File: src/rtl/pxq_pkg.sv
package pxq_pkg;
   typedef enum logic [1:0] {
      PXQ_PIN4  = 2'b00,
      PXQ_PIN8  = 2'b01,
      PXQ_PIN16 = 2'b10,
      PXQ_RSVD  = 2'b11
   } pin_mode_e;
endpackage

File: src/rtl/pxq_packer.sv
// Gathers serial beats into complete pin-width groups and emits queue writes.
module pxq_packer
   import pxq_pkg::*;
#(
   parameter int BYTE_W = 8
) (
   input  logic              clk,
   input  logic              rst_n,
   input  pin_mode_e         mode,
   input  logic              take,
   input  logic [BYTE_W-1:0] px_data,
   output logic              wr_lo,
   output logic              wr_hi,
   output logic [BYTE_W-1:0] wdata_lo,
   output logic [BYTE_W-1:0] wdata_hi
);
   localparam int NIB_W = BYTE_W / 2;

   logic              phase;   // 1: first half of a group is held
   logic [BYTE_W-1:0] hold;

   always_ff @(posedge clk or negedge rst_n) begin
      if (!rst_n) begin
         phase <= 1'b0;
         hold  <= '0;
      end else if (take && (mode == PXQ_PIN4 || mode == PXQ_PIN16)) begin
         phase <= ~phase;
         if (!phase) hold <= px_data;
      end
   end

   always_comb begin
      wr_lo    = 1'b0;
      wr_hi    = 1'b0;
      wdata_lo = px_data;
      wdata_hi = px_data;
      case (mode)
         PXQ_PIN4: begin
            wr_lo    = take && phase;
            wdata_lo = {px_data[NIB_W-1:0], hold[NIB_W-1:0]};
         end
         PXQ_PIN16: begin
            wr_lo    = take && phase;
            wr_hi    = take && phase;
            wdata_lo = hold;
         end
         default: wr_lo = take;
      endcase
   end
endmodule

File: src/rtl/pxq_shift_queue.sv
// Shift-down queue: per-entry valid bits, write to lowest free slot.
module pxq_shift_queue #(
   parameter int DEPTH = 16,
   parameter int WIDTH = 8
) (
   input  logic             clk,
   input  logic             rst_n,
   input  logic             push,
   input  logic [WIDTH-1:0] push_data,
   input  logic             pop,       // only asserted when not empty
   output logic [WIDTH-1:0] head,
   output logic             full,
   output logic             empty
);
   logic [WIDTH-1:0] mem    [DEPTH];
   logic [WIDTH-1:0] sh_m   [DEPTH];
   logic [WIDTH-1:0] nx_m   [DEPTH];
   logic [DEPTH-1:0] vld, sh_v, nx_v;

   always_comb begin
      // step 1: optional shift down by one
      sh_v = pop ? {1'b0, vld[DEPTH-1:1]} : vld;
      for (int i = 0; i < DEPTH - 1; i++)
         sh_m[i] = pop ? mem[i+1] : mem[i];
      sh_m[DEPTH-1] = pop ? '0 : mem[DEPTH-1];
      // step 2: place the new entry in the lowest free slot
      nx_v = sh_v;
      nx_m = sh_m;
      if (push && !sh_v[0]) begin
         nx_v[0] = 1'b1;
         nx_m[0] = push_data;
      end
      for (int i = 1; i < DEPTH; i++) begin
         if (push && !sh_v[i] && sh_v[i-1]) begin
            nx_v[i] = 1'b1;
            nx_m[i] = push_data;
         end
      end
   end

   always_ff @(posedge clk or negedge rst_n) begin
      if (!rst_n) begin
         vld <= '0;
         for (int i = 0; i < DEPTH; i++) mem[i] <= '0;
      end else begin
         vld <= nx_v;
         for (int i = 0; i < DEPTH; i++) mem[i] <= nx_m[i];
      end
   end

   assign head  = mem[0];
   assign full  = vld[DEPTH-1];
   assign empty = !vld[0];
endmodule

File: src/rtl/pxq_pack_fifo.sv
module pxq_pack_fifo
   import pxq_pkg::*;
#(
   parameter int DEPTH  = 16,
   parameter int BYTE_W = 8
) (
   input  logic                clk,
   input  logic                rst_n,
   input  logic [1:0]          mode,
   input  logic                px_valid,
   output logic                px_ready,
   input  logic [BYTE_W-1:0]   px_data,
   input  logic                pop,
   output logic [2*BYTE_W-1:0] dout,
   output logic [1:0]          full,
   output logic [1:0]          empty,
   output logic                underflow
);
   localparam int N_Q   = 2;
   localparam int OUT_W = N_Q * BYTE_W;

   if (DEPTH < 2) begin : g_bad_depth
      $error("pxq_pack_fifo: DEPTH must be at least 2");
   end
   if (BYTE_W < 2 || (BYTE_W % 2) != 0) begin : g_bad_width
      $error("pxq_pack_fifo: BYTE_W must be even and at least 2");
   end

   pin_mode_e         mode_e;
   logic              wide, take, can_pop, do_pop;
   logic [N_Q-1:0]    q_push, q_pop, q_full, q_empty;
   logic [BYTE_W-1:0] q_wdata [N_Q];
   logic [BYTE_W-1:0] q_head  [N_Q];

   assign mode_e   = pin_mode_e'(mode);
   assign wide     = (mode_e == PXQ_PIN16);
   assign px_ready = wide ? !(q_full[0] || q_full[1]) : !q_full[0];
   assign take     = px_valid && px_ready;
   assign can_pop  = wide ? (!q_empty[0] && !q_empty[1]) : !q_empty[0];
   assign do_pop   = pop && can_pop;
   assign q_pop    = {do_pop && wide, do_pop};

   pxq_packer #(.BYTE_W(BYTE_W)) u_packer (
      .clk      (clk),
      .rst_n    (rst_n),
      .mode     (mode_e),
      .take     (take),
      .px_data  (px_data),
      .wr_lo    (q_push[0]),
      .wr_hi    (q_push[1]),
      .wdata_lo (q_wdata[0]),
      .wdata_hi (q_wdata[1])
   );

   for (genvar k = 0; k < N_Q; k++) begin : g_q
      pxq_shift_queue #(.DEPTH(DEPTH), .WIDTH(BYTE_W)) u_q (
         .clk       (clk),
         .rst_n     (rst_n),
         .push      (q_push[k]),
         .push_data (q_wdata[k]),
         .pop       (q_pop[k]),
         .head      (q_head[k]),
         .full      (q_full[k]),
         .empty     (q_empty[k])
      );
   end

   always_ff @(posedge clk or negedge rst_n) begin
      if (!rst_n) begin
         dout      <= '0;
         underflow <= 1'b0;
      end else begin
         if (do_pop)
            dout <= wide ? {q_head[1], q_head[0]} : {{(OUT_W-BYTE_W){1'b0}}, q_head[0]};
         if (pop && !can_pop)
            underflow <= 1'b1;
      end
   end

   assign full  = q_full;
   assign empty = q_empty;
endmodule

File: config.mk
export PLATFORM = sky130hd
export DESIGN_NAME = pxq_pack_fifo
export DESIGN_NICKNAME = d
export VERILOG_FILES = /design/src/rtl/pxq_pkg.sv /design/src/rtl/pxq_packer.sv /design/src/rtl/pxq_shift_queue.sv /design/src/rtl/pxq_pack_fifo.sv
export SDC_FILE = /design/constraint.sdc
export NUM_CORES = 1
export LEC_CHECK = 0
export CAP_MARGIN = 20
export CELL_PAD_IN_SITES_DETAIL_PLACEMENT = 0
export CELL_PAD_IN_SITES_GLOBAL_PLACEMENT = 1
export CORE_UTILIZATION = 30
export DETAILED_ROUTE_END_ITERATION = 12
export MAX_ROUTING_LAYER = met4
export PLACE_DENSITY = 0.58
export RECOVER_POWER = 100
export REMOVE_ABC_BUFFERS = 1
export SETUP_SLACK_MARGIN = 0.4
export SLEW_MARGIN = 10
export SYNTH_ARGS = -nofsm -noshare
export SYNTH_HDL_FRONTEND = slang
export SYNTH_SLANG_ARGS = --single-unit
File: constraint.sdc
create_clock -name clk -period 2.06 [get_ports clk]
set_input_delay 0.206 -clock clk [delete_from_list [all_inputs] [get_ports clk]]
set_output_delay 0.206 -clock clk [all_outputs]
set_load 0.05 [all_outputs]
[Yosys cells after proc, flatten, opt, wreduce, memory -nomap -nowiden]
Index checks and enable logic that the tools add are counted.
Operators by class
  add/subtract/negate cells: 0
  multiply operators: 0
  divide/modulo/power cells: 0
  order comparisons: 0
  equal/unequal tests: 1
  shifts and indexed selects: 0
  mux-type cells: 104
  bitwise logic cells: 1
  reduce and logical (&&, ||, !) cells: 143
Operator list (count)
  $mux W8: 64
  $logic_and A1 B1 Y1: 69
  $reduce_bool A2 Y1: 32
  $mux W16: 3
  $logic_not A1 Y1: 37
  $mux W1: 36
  $pmux W8 S2: 1
  $eq A2 B2 Y1 const B: 1
  $logic_not A2 Y1: 1
  $logic_or A1 B1 Y1: 2
  $reduce_and A2 Y1: 1
  $reduce_or A2 Y1: 1
  $not A1 Y1: 1
Storage, ports and cells
  register bits: 314
  bits in latches: 0
  RAM bits: 0
  memory bits (read-only): 0
  input port bits: 14
  memories: 0

[Longest topological paths before layout]
Gate-level depths: netlist of run 1.
  depth in word-level cells: 9
  gate-level depth with buffers: 9

[By module]
From an unflattened synthesis of run 1, not the netlist that was laid out.
Second synthesis, totals
  cells, all modules: 1167
  area total of the unflattened synthesis: 16263.1 µm²
By module, submodules not included
  pxq_shift_queue: instances 2, cells each 527, area an instance 7457.2 µm²
  pxq_pack_fifo: instances 1, cells each 64, area an instance 785.8 µm²
  pxq_packer: instances 1, cells each 49, area an instance 563.0 µm²

[Worst setup path after synthesis of run 1]
OpenSTA, ideal clock, no wires.
  path kind: register -> register
  start: register g_q[0].u_q.vld[0]
  end: register g_q[1].u_q.mem[72] in the netlist's numbering
  arrival: 1.888 ns
  data required time: 1.935 ns
  setup slack: 0.047 ns
  stages on the path, launching flop included: 8
  clock period less this slack: 2.013 ns
  cells stage by stage: dfrtp_1 buf_2 and4b_1 buf_4 nand2_4 buf_8 mux2i_4 mux2_4
On the way
  word-level cells in the longest chain between the ends: 9
  elaborated cells between the ends (all ways): 10
Ends and longest elaborated chain
  start, declared: line pxq_shift_queue.sv:18  | logic [DEPTH-1:0] vld, sh_v, nx_v;
  start signal, assigned: line pxq_shift_queue.sv:46  | vld <= nx_v;
  $logic_and A1 B1 Y1: line pxq_pack_fifo.sv:39  | assign can_pop = wide ? (!q_empty[0] && !q_empty[1]) : !q_empty[0];
  $mux W1 (*): line pxq_pack_fifo.sv:39
  $logic_and A1 B1 Y1 (*): line pxq_pack_fifo.sv:40  | assign do_pop = pop && can_pop;
  $logic_and A1 B1 Y1 (*): line pxq_pack_fifo.sv:41  | assign q_pop = {do_pop && wide, do_pop};
  $mux W16: line pxq_shift_queue.sv:22  | sh_v = pop ? {1'b0, vld[DEPTH-1:1]} : vld;
  $logic_not A1 Y1: line pxq_shift_queue.sv:34  | if (push && !sh_v[i] && sh_v[i-1]) begin
  $logic_and A1 B1 Y1 (2 in series): line pxq_shift_queue.sv:34
  $mux W8 / $reduce_bool A2 Y1 (equally long branches)
  end, declared: line pxq_shift_queue.sv:15  | logic [WIDTH-1:0] mem [DEPTH];
Mark *: on every way between the ends. The rest lies on a longest branch, timed or not.
A chain may end at the register's enable or synchronous reset.

[Worst setup path in the final report of run 1]
  start: register g_q[1].u_q.vld[0]
  end: register g_q[0].u_q.mem[39] in the netlist's numbering
On the way
  word-level cells in the longest chain between the ends: 8
  elaborated cells between the ends (all ways): 9
Ends and longest elaborated chain (line)
  start, declared: pxq_shift_queue.sv:18
  start signal, assigned: pxq_shift_queue.sv:46
  $logic_and A1 B1 Y1 (*): pxq_pack_fifo.sv:39
  $mux W1 (*): pxq_pack_fifo.sv:39
  $logic_and A1 B1 Y1 (*): pxq_pack_fifo.sv:40
  $mux W16: pxq_shift_queue.sv:22
  $logic_not A1 Y1: pxq_shift_queue.sv:34
  $logic_and A1 B1 Y1 (2 in series): pxq_shift_queue.sv:34
  $mux W8 / $reduce_bool A2 Y1 (equally long branches)
  end, declared: pxq_shift_queue.sv:15
Marks and branches as above.

==> results of run 1 <==
-- flip-flops by register name, indices dropped and copies added, names as in the netlist --
signal and flops:
underflow 1, dout 16, g_q.u_q.head 16, g_q.u_q.mem 240
g_q.u_q.vld 32, u_packer.phase 1, u_packer.hold 8
-- worst max-delay path: stages, from the launching register on --
cell and delay, ns:
dfrtp_2 0.44, or3b_1 0.55, buf_12 0.23, buf_4 0.14
a21oi_2 0.20, or2_4 0.22, a32oi_1 0.07
-- how the worst max path moves through the flow --
stage                           to  slack, ns  cells after the start
2_1_floorplan   g_q[0].u_q.vld[10]      -4.10                      4
3_3_place_gp    g_q[1].u_q.mem[95]      -0.59                      9
3_5_place_dp    g_q[1].u_q.mem[87]      -0.57                      7
4_1_cts                   px_ready       0.07                      6
5_1_grt        g_q[1].u_q.mem[111]       0.02                      7
6_report        g_q[0].u_q.mem[39]       0.07                      6
-- layout make-up --
cell class | count | area, um2 | share of cell area (%)
timing repair buffer | 283 | 3620 | 16.4
tap | 672 | 841 | 3.80
antenna | 1 | 2.50 | 0.0113
sequential | 314 | 7860 | 35.5
clock inverter | 14 | 221 | 1.00
inverter | 26 | 103 | 0.464
multi-input combinational | 890 | 8410 | 38.0
clock buffer | 54 | 1070 | 4.84
-- cells in the final DEF (no fill, tap or decap), types with 6 or more instances in the layout --
cell               n
dfrtp_1          313
nand2_1          223
mux2_4           154
a32oi_1           98
buf_4             92
mux2_2            68
buf_12            61
clkbuf_16         55
buf_6             46
mux2i_1           44
clkbuf_1          29
mux2_1            26
inv_1             25
nand2_4           22
nor2_1            19
nand2b_1          18
nand2_2           16
nor3_2            14
a221o_1           13
o21ai_4           13
or2_4             13
a222oi_1          12
nor2_4            11
buf_16            11
clkdlybuf4s50_1   11
a21oi_4           10
buf_8             10
o21ai_2            9
nor4_4             9
mux2i_4            9
clkbuf_2           9
a22o_1             8
a21oi_2            7
clkinv_2           7
o21ai_0            6
a32oi_2            6
clkbuf_8           6
-- cell families (layout without fill, tap and decap cells) --
group | after synthesis | count (layout)
simple gates | 373 | 376
flops | 314 | 314
mux | 301 | 301
compound gates | 212 | 212
buf+inv | 137 | 377
xor+xnor | 1 | 1
other cells | 0 | 1
-- routing by layer --
layer	global-route usage (%)	vias up	wire length (um)
li1	-	5301	-
met1	23.7	5828	22200
met2	24.4	163	20500
met3	2.43	58	1440
met4	3.90	0	870
met5	-	-	0
-- timing repair --
action,CTS,global route
gates resized for setup,120,351
endpoints found under the setup margin,329,327
hold buffers,1,0
gates cloned,14,22
pin swaps,7,106
buffers inserted,32,49
endpoints found under the hold margin,268,0
-- synth_stat cells, types with 5 or more instances --
cell / instances
clkbuf_1: 37
nand2b_1: 19
nor2_1: 28
buf_2: 42
a32oi_1: 104
a221o_1: 13
buf_6: 14
mux2_1: 54
a22o_1: 8
a211oi_1: 5
mux2_2: 158
a222oi_1: 12
mux2i_2: 6
and2_1: 5
mux2i_1: 44
o21ai_0: 15
nor4_1: 6
buf_4: 13
inv_1: 25
or2_2: 14
o21ai_1: 17
nor3_1: 19
nand2_1: 262
mux2_4: 36
nor4_2: 5
dfrtp_1: 314
a21oi_1: 21
-- power by group --
part	total, mW	leakage (nW)	internal [mW]	switching [mW]
Combinational	10.9	5.66	5.53	5.41
Clock	6.95	0.638	4.27	2.69
Sequential	9.58	4.07	8.19	1.39
Total	27.5	10.4	18.0	9.49
==> summary.txt, run 1 <==
Global routing
  – Antenna violations before repair: 1
  – First-pass GRT wire length: 67.2 mm
  – Vias in the first global route: 11400
  – GRT overflow: 0
  – GRT Util Overall: 16.5%
  – Largest net degree at the start of global routing: 80

Worst setup path
  – Worst R2R Setup Slack: 0.07 ns
  – Crit Path Max Fanout: 8
  – Critical path data required time: 2.46 ns
  – Worst setup SP type: register
  – Worst R2R Start: g_q[1].u_q.vld[0]
  – Nature of the critical path endpoint: register
  – Crit path DAT: 2.40 ns
  – Crit Path Category: reg -> reg
  – Worst R2R End: g_q[0].u_q.mem[39]
  – CP startpoint: g_q[1].u_q.vld[0]
  – Reg2reg path depth: 6

Clocking
  – Reg clk slew, reported paths: 0.06 ns
  – # clock sinks: 314
  – Clock root buffer: clkbuf_16
  – Clk Latency, worst-skew pair: 0.56 ns
  – Maximum clock path buffer count: 3
  – H-tree levels: 2
  – CTS tree: built
  – CTS Buf Count: 37

Synth
  – Yosys Warn Count: 0
  – Post-Synth XOR/XNOR Area: 0.0565%
  – Post-Synthesis Cells: 1338
  – Dominant synthesized flop cell: dfrtp_1
  – Synth Register Bits: 314
  – Synth Area in Compound Gates: 11.0%
  – Post-synth cell types: 58
  – Number of synthesized flops with an enable pin: 0
  – Synth area leader: dfrtp_1
  – Synth async-reset ratio: 100%
  – Adder-cell share of the synthesized area: 0%
  – Simple-gate share of the synthesized area: 10.8%
  – Multiplexer share of the synthesized area: 22.7%
  – Dominant cells by area after synthesis: dfrtp_1 51%, mux2_2 11%, nand2_1 6.3%
  – Synth top area share: 50.7%
  – Largest family of logic cells by synthesized area: multiplexers
  – Seq/Total Area, Yosys: 50.7%
  – Cell Area, Synth: 15500 um2
  – Synthesized area per cell: 11.6 um2

Drt
  – Vias/cell: 5.04
  – WL final: 45.0 mm
  – DRT iter0 DRCs: 859
  – Antenna viol nets, final: 0
  – Drt first pass iters: 5
  – Wire per inst: 20.0 um
  – Via count: 11400
  – DRC Markers: 0

Placed design
  – Placed cell areas: 17500 um2
  – Hpwl dp: 26.8 mm
  – Placer Congestion: 0.781
  – IO Port Bufs: 35
  – Inst Count DP: 2067
  – Place WS: -0.574 ns

Finish
  – Share of layout cells above drive strength 1: 44.3%
  – Final Non-Filler Cells: 2254
  – Area grow syn2layout: 42.8%
  – Finished Cell Area: 22100 um2
  – Fillers: 4651
  – Post-Route Utilization: 43.7%
  – Final #Nets: 1566

STA
  – Worst Hold Slack: 0.427 ns
  – Final worst slack: 0.0676 ns
  – RSZ-0062 raised after global routing: true
  – Final setup fails: 0
  – Fmax achieved: 0.502 GHz
  – Slew Limit Fails: 0
  – Max-Slew Margin vs Limit: 22.0%
  – Sum Neg Setup Slack: 0 ns
  – Clock skew: 0.0228 ns
  – Tmin final: 1.99 ns
  – Final Hold Fails: 0
  – Final Cycle Share: 96.7%
  – Worst-Margin Slew: 1.17 ns

Worst hold path
  – Hold Crit Class: in -> async

Power
  – Peak VDD IR: 0.000576 V
  – Total Power: 27.5 mW
  – Leakage: 10.4 nW
  – Power density over the cells: 1240 nW/um2

Floorplanning
  – Core Area: 50600 um2
  – Row count: 82
  – I/O pin count: 36
  – Die footprint: 52600 um2
  – Die extent in y: 229 um
  – Die W: 229 um
  – Initial Util: 30.6%

Status
  – Outcome: finished, final reports clean

Job
  – Max Cap Viol: 0
Power figures use the tool's default switching activity.
==> run 2, diff against run 1 <==
--- a/config.mk
+++ b/config.mk
@@ -8,10 +8,11 @@
 export CAP_MARGIN = 20
 export CELL_PAD_IN_SITES_DETAIL_PLACEMENT = 0
 export CELL_PAD_IN_SITES_GLOBAL_PLACEMENT = 1
-export CORE_UTILIZATION = 30
+export CORE_UTILIZATION = 46
+export CTS_CLUSTER_DIAMETER = 100
 export DETAILED_ROUTE_END_ITERATION = 12
 export MAX_ROUTING_LAYER = met4
-export PLACE_DENSITY = 0.58
+export PLACE_DENSITY = 0.8
 export RECOVER_POWER = 100
 export REMOVE_ABC_BUFFERS = 1
 export SETUP_SLACK_MARGIN = 0.4
==> run 2 against run 1 <==
The flow now finishes with violations (setup timing). Critical path depth unchanged. Sequential power decreased by 0.8%. Cell count decreased by 12%. Clock power is 12% lower. Register-to-register slack got worse by 0.18 ns. Routed wire length shrank 2.5%. Combinational power fell by 7%. Fmax decreased by 8.2%. Sequential share of layout area increased by 3.3 points. Critical path type unchanged. Highest routed layer unchanged.
==> summary.txt, run 2 (same netlist as run 1, synthesis figures left out) <==
Global routing
  – Antenna violations before repair: 0
  – GRT Util Overall: 23.5%
  – Largest net degree at the start of global routing: 72
  – First-pass GRT wire length: 61.4 mm
  – GRT overflow: 0
  – Vias in the first global route: 11200

STA
  – Tmin final: 2.17 ns
  – RSZ-0062 raised after global routing: true
  – Final Cycle Share: 105%
  – Worst-Margin Slew: 1.05 ns
  – Final Hold Fails: 0
  – Slew Limit Fails: 0
  – Final setup fails: 8
  – Max-Slew Margin vs Limit: 30.2%
  – Final worst slack: -0.112 ns
  – Worst Hold Slack: 0.458 ns
  – Fmax achieved: 0.461 GHz
  – Clock skew: 0.0112 ns

Finish
  – Largest regs: g_q.u_q.mem (240), g_q.u_q.vld (32)
  – Number of flip-flops in the largest register: 240
  – Final #Nets: 1528
  – Commonest non-fill, non-tap cell in the layout: dfrtp_1
  – Largest Register: g_q.u_q.mem
  – Most frequent cells in the layout: 312 x dfrtp_1, 257 x nand2_1, 141 x mux2_2, 105 x buf_4, 93 x a32oi_1
  – Number of diodes: 0
  – Area grow syn2layout: 30.6%
  – Share of layout cells above drive strength 1: 37.3%

Power
  – Clock power share: 23.9%
  – Total Power: 25.7 mW
  – Comb pwr share: 39.2%
  – Leakage: 9.44 nW
  – Switching Fraction: 34.9%
  – Pint: 16.8 mW
  – Net Sw Power: 8.99 mW
  – Peak VDD IR: 0.000742 V
  – Flop pwr share: 36.9%
  – Power density over the cells: 1270 nW/um2

Floorplanning
  – Die W: 186 um
  – I/O pin count: 36
  – Die footprint: 34400 um2
  – Row count: 66
  – Die extent in y: 186 um
  – Initial Util: 47.2%
  – Core Area: 32900 um2

Worst setup path
  – Worst setup SP type: register
  – Crit path DAT: 2.55 ns
  – Crit Path Category: reg -> reg
  – Crit Path Max Fanout: 8
  – Reg2reg path depth: 6
  – Critical path data required time: 2.44 ns
  – Nature of the critical path endpoint: register

Worst hold path
  – Hold Crit Class: in -> async

Clocking
  – Clk Latency, worst-skew pair: 0.51 ns
  – Reg clk slew, reported paths: 0.06 ns
  – # clock sinks: 314
  – Maximum clock path buffer count: 3
  – Clock root buffer: clkbuf_16
  – CTS tree: built
  – H-tree levels: 2
  – CTS Buf Count: 35

Drt
  – WL final: 43.8 mm
  – Antenna viol nets, final: 0
  – Via count: 11800
  – DRT iter0 DRCs: 1076
  – Wire per inst: 22.2 um
  – DRC Markers: 0
  – Vias/cell: 5.95
  – Drt first pass iters: 9

Placed design
  – IO Port Bufs: 35
  – Placer Congestion: 0.773
  – Hpwl dp: 23.9 mm

Job
  – Max Cap Viol: 0

Status
  – Failing checks: setup timing
  – Outcome: finished with violations
==> run 2: final cells by class <==
type	count	area [um2]
repair buffers	247	2940
fillers	2484	12600
inverters	26	97.6
multi-input cells	890	7670
flip-flops and latches	314	7860
clock buffers	52	990
well taps	442	553
clock inverters	8	119
==> run 2: power groups by stage <==
stage / clock network (mW) / logic (mW) / registers (mW)
finish: 6.14 / 10.1 / 9.50
global route: 6.48 / 10.8 / 9.72
CTS: 6.22 / 8.38 / 9.42
detailed placement: 0 / 7.95 / 9.51
global placement: 0 / 7.73 / 9.44
floorplan: 0 / 5.15 / 9.53
==> run 2: final timing paths <==
kind | endpoint | startpoint | slack [ns]
setup / recovery | u_packer.hold[6] | g_q[0].u_q.vld[15] | -0.11
hold / removal | dout[14] | rst_n | 0.46
setup reg to reg | u_packer.hold[6] | g_q[0].u_q.vld[15] | -0.11
hold reg to reg | underflow | underflow | 0.46
max in group asynchronous | g_q[0].u_q.mem[48] | rst_n | 0.38
min in group clk | underflow | underflow | 0.46
==> run 2: worst max-delay path, cell delays in order (launching register included) <==
cell and delay (ns):
dfrtp_1 0.43, buf_6 0.15, nand2b_4 0.18, a211oi_1 0.47, nor2b_2 0.27, buf_6 0.17
mux2_2 0.37
==> run 2: metal layers <==
layer	part of all wire [%]	global-route usage, %	vias up
met5	0	-	-
met4	2.5	5.54	0
met3	6.8	4.34	94
met2	48	36.2	406
met1	42	32.3	6049
li1	-	-	5224
==> run 2: what timing repair did <==
item	CTS	global route
setup endpoints to repair	330	329
setup buffers	18	42
hold buffers	1	0
gates cloned	5	25
resized for setup	88	134
pin swaps	5	36
endpoints found under the hold margin	62	0
==> run 2: stage by stage <==
stage          setup TNS [ns]  instances  instance area [um2]  worst slack [ns]  utilization, %
2_1_floorplan         -634.36       1227                14900             -4.10               -
3_3_place_gp           -93.00       1828                17100            -0.499            52.0
3_5_place_dp           -99.00       1828                17100            -0.519            52.0
4_1_cts                     0       1912                18900             0.120            57.4
5_1_grt               -0.0910       1979                20200           -0.0348            61.6
6_report               -0.663       1979                20200            -0.112            61.6
==> run 3, diff against run 2 <==
--- a/config.mk
+++ b/config.mk
@@ -8,6 +8,7 @@
 export CAP_MARGIN = 20
 export CELL_PAD_IN_SITES_DETAIL_PLACEMENT = 0
 export CELL_PAD_IN_SITES_GLOBAL_PLACEMENT = 1
+export CORE_ASPECT_RATIO = 0.9
 export CORE_UTILIZATION = 46
 export CTS_CLUSTER_DIAMETER = 100
 export DETAILED_ROUTE_END_ITERATION = 12
==> run 3 against run 2 <==
Critical path depth up 1. Clock-buffer cell count up 1. The flow still finishes with violations (setup timing). Worst setup slack better by 0.099 ns. Clock power about the same. Fmax up 4.8%. Clock skew up 0.0095 ns. Sequential cell count unchanged. Highest routed layer unchanged. Core utilization up 0.94 points.
==> summary.txt, run 3 (same netlist as run 1, synthesis figures left out) <==
Status
  – Outcome: finished with violations
  – Failing checks: setup timing

Floorplanning
  – I/O pin count: 36
  – Core Area: 33000 um2
  – Initial Util: 46.9%
  – Die extent in y: 176 um
  – Row count: 63
  – Die footprint: 34400 um2
  – Die W: 195 um

STA
  – Worst-Margin Slew: 0.939 ns
  – Sum Neg Setup Slack: -0.0234 ns
  – Worst Hold Slack: 0.362 ns
  – Max-Slew Margin vs Limit: 37.4%
  – RSZ-0062 raised after global routing: true
  – Clock skew: 0.0207 ns
  – Tmin final: 2.07 ns
  – Slew Limit Fails: 0
  – Final worst slack: -0.0126 ns
  – Final Cycle Share: 101%
  – Final setup fails: 2
  – Fmax achieved: 0.482 GHz
  – Final Hold Fails: 0

Power
  – Peak VDD IR: 0.000625 V
  – Leakage: 9.71 nW
  – Power density over the cells: 1280 nW/um2
  – Clock power share: 23.2%
  – Net Sw Power: 9.46 mW
  – Pint: 16.9 mW
  – Flop pwr share: 36.2%
  – Comb pwr share: 40.6%
  – Switching Fraction: 35.9%

Clocking
  – Clk Latency, worst-skew pair: 0.52 ns
  – Clock root buffer: clkbuf_16
  – CTS Buf Count: 35
  – H-tree levels: 2
  – # clock sinks: 314
  – Maximum clock path buffer count: 3
  – Reg clk slew, reported paths: 0.07 ns
  – CTS tree: built

Global routing
  – Largest net degree at the start of global routing: 91
  – Vias in the first global route: 11700
  – Antenna violations before repair: 0
  – GRT Util Overall: 25.1%
  – GRT overflow: 0
  – First-pass GRT wire length: 66.3 mm

Drt
  – Antenna viol nets, final: 0
  – Wire per inst: 23.8 um
  – DRC Markers: 0
  – Vias/cell: 6.08
  – Top sig layer: met4
  – DRT iter0 DRCs: 1241
  – Drt first pass iters: 9
  – Met1 Routed Length: 20.6 mm
  – Met2 WL post-DR: 22.8 mm
  – Via count: 12200
  – Routed wl met3: 2.62 mm
  – WL final: 47.5 mm

Placed design
  – Hpwl dp: 24.3 mm
  – Placed cell areas: 17100 um2
  – IO Port Bufs: 35
  – Placer Congestion: 0.814
  – Place WS: -0.451 ns

Finish
  – Multi-input logic area: 7730 um2
  – Largest Register: g_q.u_q.mem
  – Fillers: 2396
  – Area grow syn2layout: 33.2%
  – Finished Cell Area: 20600 um2
  – Number of flip-flops in the largest register: 240
  – Most frequent cells in the layout: 313 x dfrtp_1, 252 x nand2_1, 127 x mux2_2, 103 x buf_4, 95 x a32oi_1
  – Final #Nets: 1569
  – Share of layout cells above drive strength 1: 38.5%
  – Register area: 7860 um2
  – Commonest non-fill, non-tap cell in the layout: dfrtp_1
  – Largest regs: g_q.u_q.mem (240), g_q.u_q.vld (32)

Worst setup path
  – Worst R2R Setup Slack: -0.01 ns
  – CP startpoint: u_packer.phase
  – CP bufs+invs: 3
  – Max stage delay on crit path: 0.50 ns
  – Worst R2R Start: u_packer.phase
  – Most common cell on crit path: buf_12
  – Reg2reg path depth: 7
  – CP max stage cell: dfrtp_1
  – Worst R2R End: g_q[1].u_q.mem[62]
  – Nature of the critical path endpoint: register
  – Worst setup SP type: register
  – Crit Path Max Fanout: 9
  – Crit path DAT: 2.48 ns
  – Crit Path Category: reg -> reg
  – CP delay by family, top: buffers and inverters
  – Critical Path, Cell by Cell: nand4bb_4 -> buf_12 -> nor4_2 -> buf_4 -> mux2i_4 -> buf_12 -> mux2_2
  – Critical path data required time: 2.46 ns

Job
  – Max Cap Viol: 0

Worst hold path
  – Hold Crit Class: in -> async
run 3: area by class of cell:
type	count	share of cell area, %
flip-flops and latches	314	38.1
multi-input cells	888	37.4
repair buffers	290	16.2
clock buffers	53	4.96
well taps	422	2.56
inverters	26	0.485
clock inverters	5	0.315
diodes	1	0.0121
run 3: how the worst max path moves through the flow:
| stage | to | slack (ns) | cells past startpoint |
|---|---|---|---|
| 2_1_floorplan | g_q[0].u_q.vld[10] | -4.10 | 4 |
| 3_3_place_gp | g_q[0].u_q.mem[34] | -0.40 | 8 |
| 3_5_place_dp | g_q[0].u_q.mem[33] | -0.45 | 8 |
| 4_1_cts | g_q[1].u_q.mem[62] | 0.15 | 7 |
| 5_1_grt | g_q[1].u_q.mem[58] | -0.04 | 7 |
| 6_report | g_q[1].u_q.mem[62] | -0.01 | 7 |
run 3: stage by stage:
| step | std cells | power (mW) | utilization [%] |
|---|---|---|---|
| 2_1_floorplan | 1227 | 14.7 | - |
| 3_3_place_gp | 1815 | 17.3 | 51.9 |
| 3_5_place_dp | 1815 | 17.6 | 51.9 |
| 4_1_cts | 1933 | 24.8 | 59.6 |
| 5_1_grt | 1998 | 27.6 | 62.5 |
| 6_report | 1999 | 26.4 | 62.5 |
run 3: routing by layer:
metal,up-vias,track usage [%]
li1,5291,-
met1,6306,35.0
met2,445,39.0
met3,112,3.23
met4,0,5.91
met5,-,-
run 3: power by group through the flow:
stage / clock network [mW] / logic (mW) / registers, mW
5_1_grt: 6.44 / 11.4 / 9.77
6_report: 6.11 / 10.7 / 9.55
2_1_floorplan: 0 / 5.15 / 9.53
4_1_cts: 6.12 / 9.22 / 9.42
3_3_place_gp: 0 / 7.90 / 9.44
3_5_place_dp: 0 / 8.11 / 9.50
run 3: timing repair:
action | 4_1_cts | 5_1_grt
hold endpoints to repair | 118 | 0
setup endpoints to repair | 329 | 328
hold buffers | 1 | 0
setup buffers | 39 | 49
gates resized for setup | 142 | 202
pin swaps | 17 | 63
gates cloned | 20 | 16
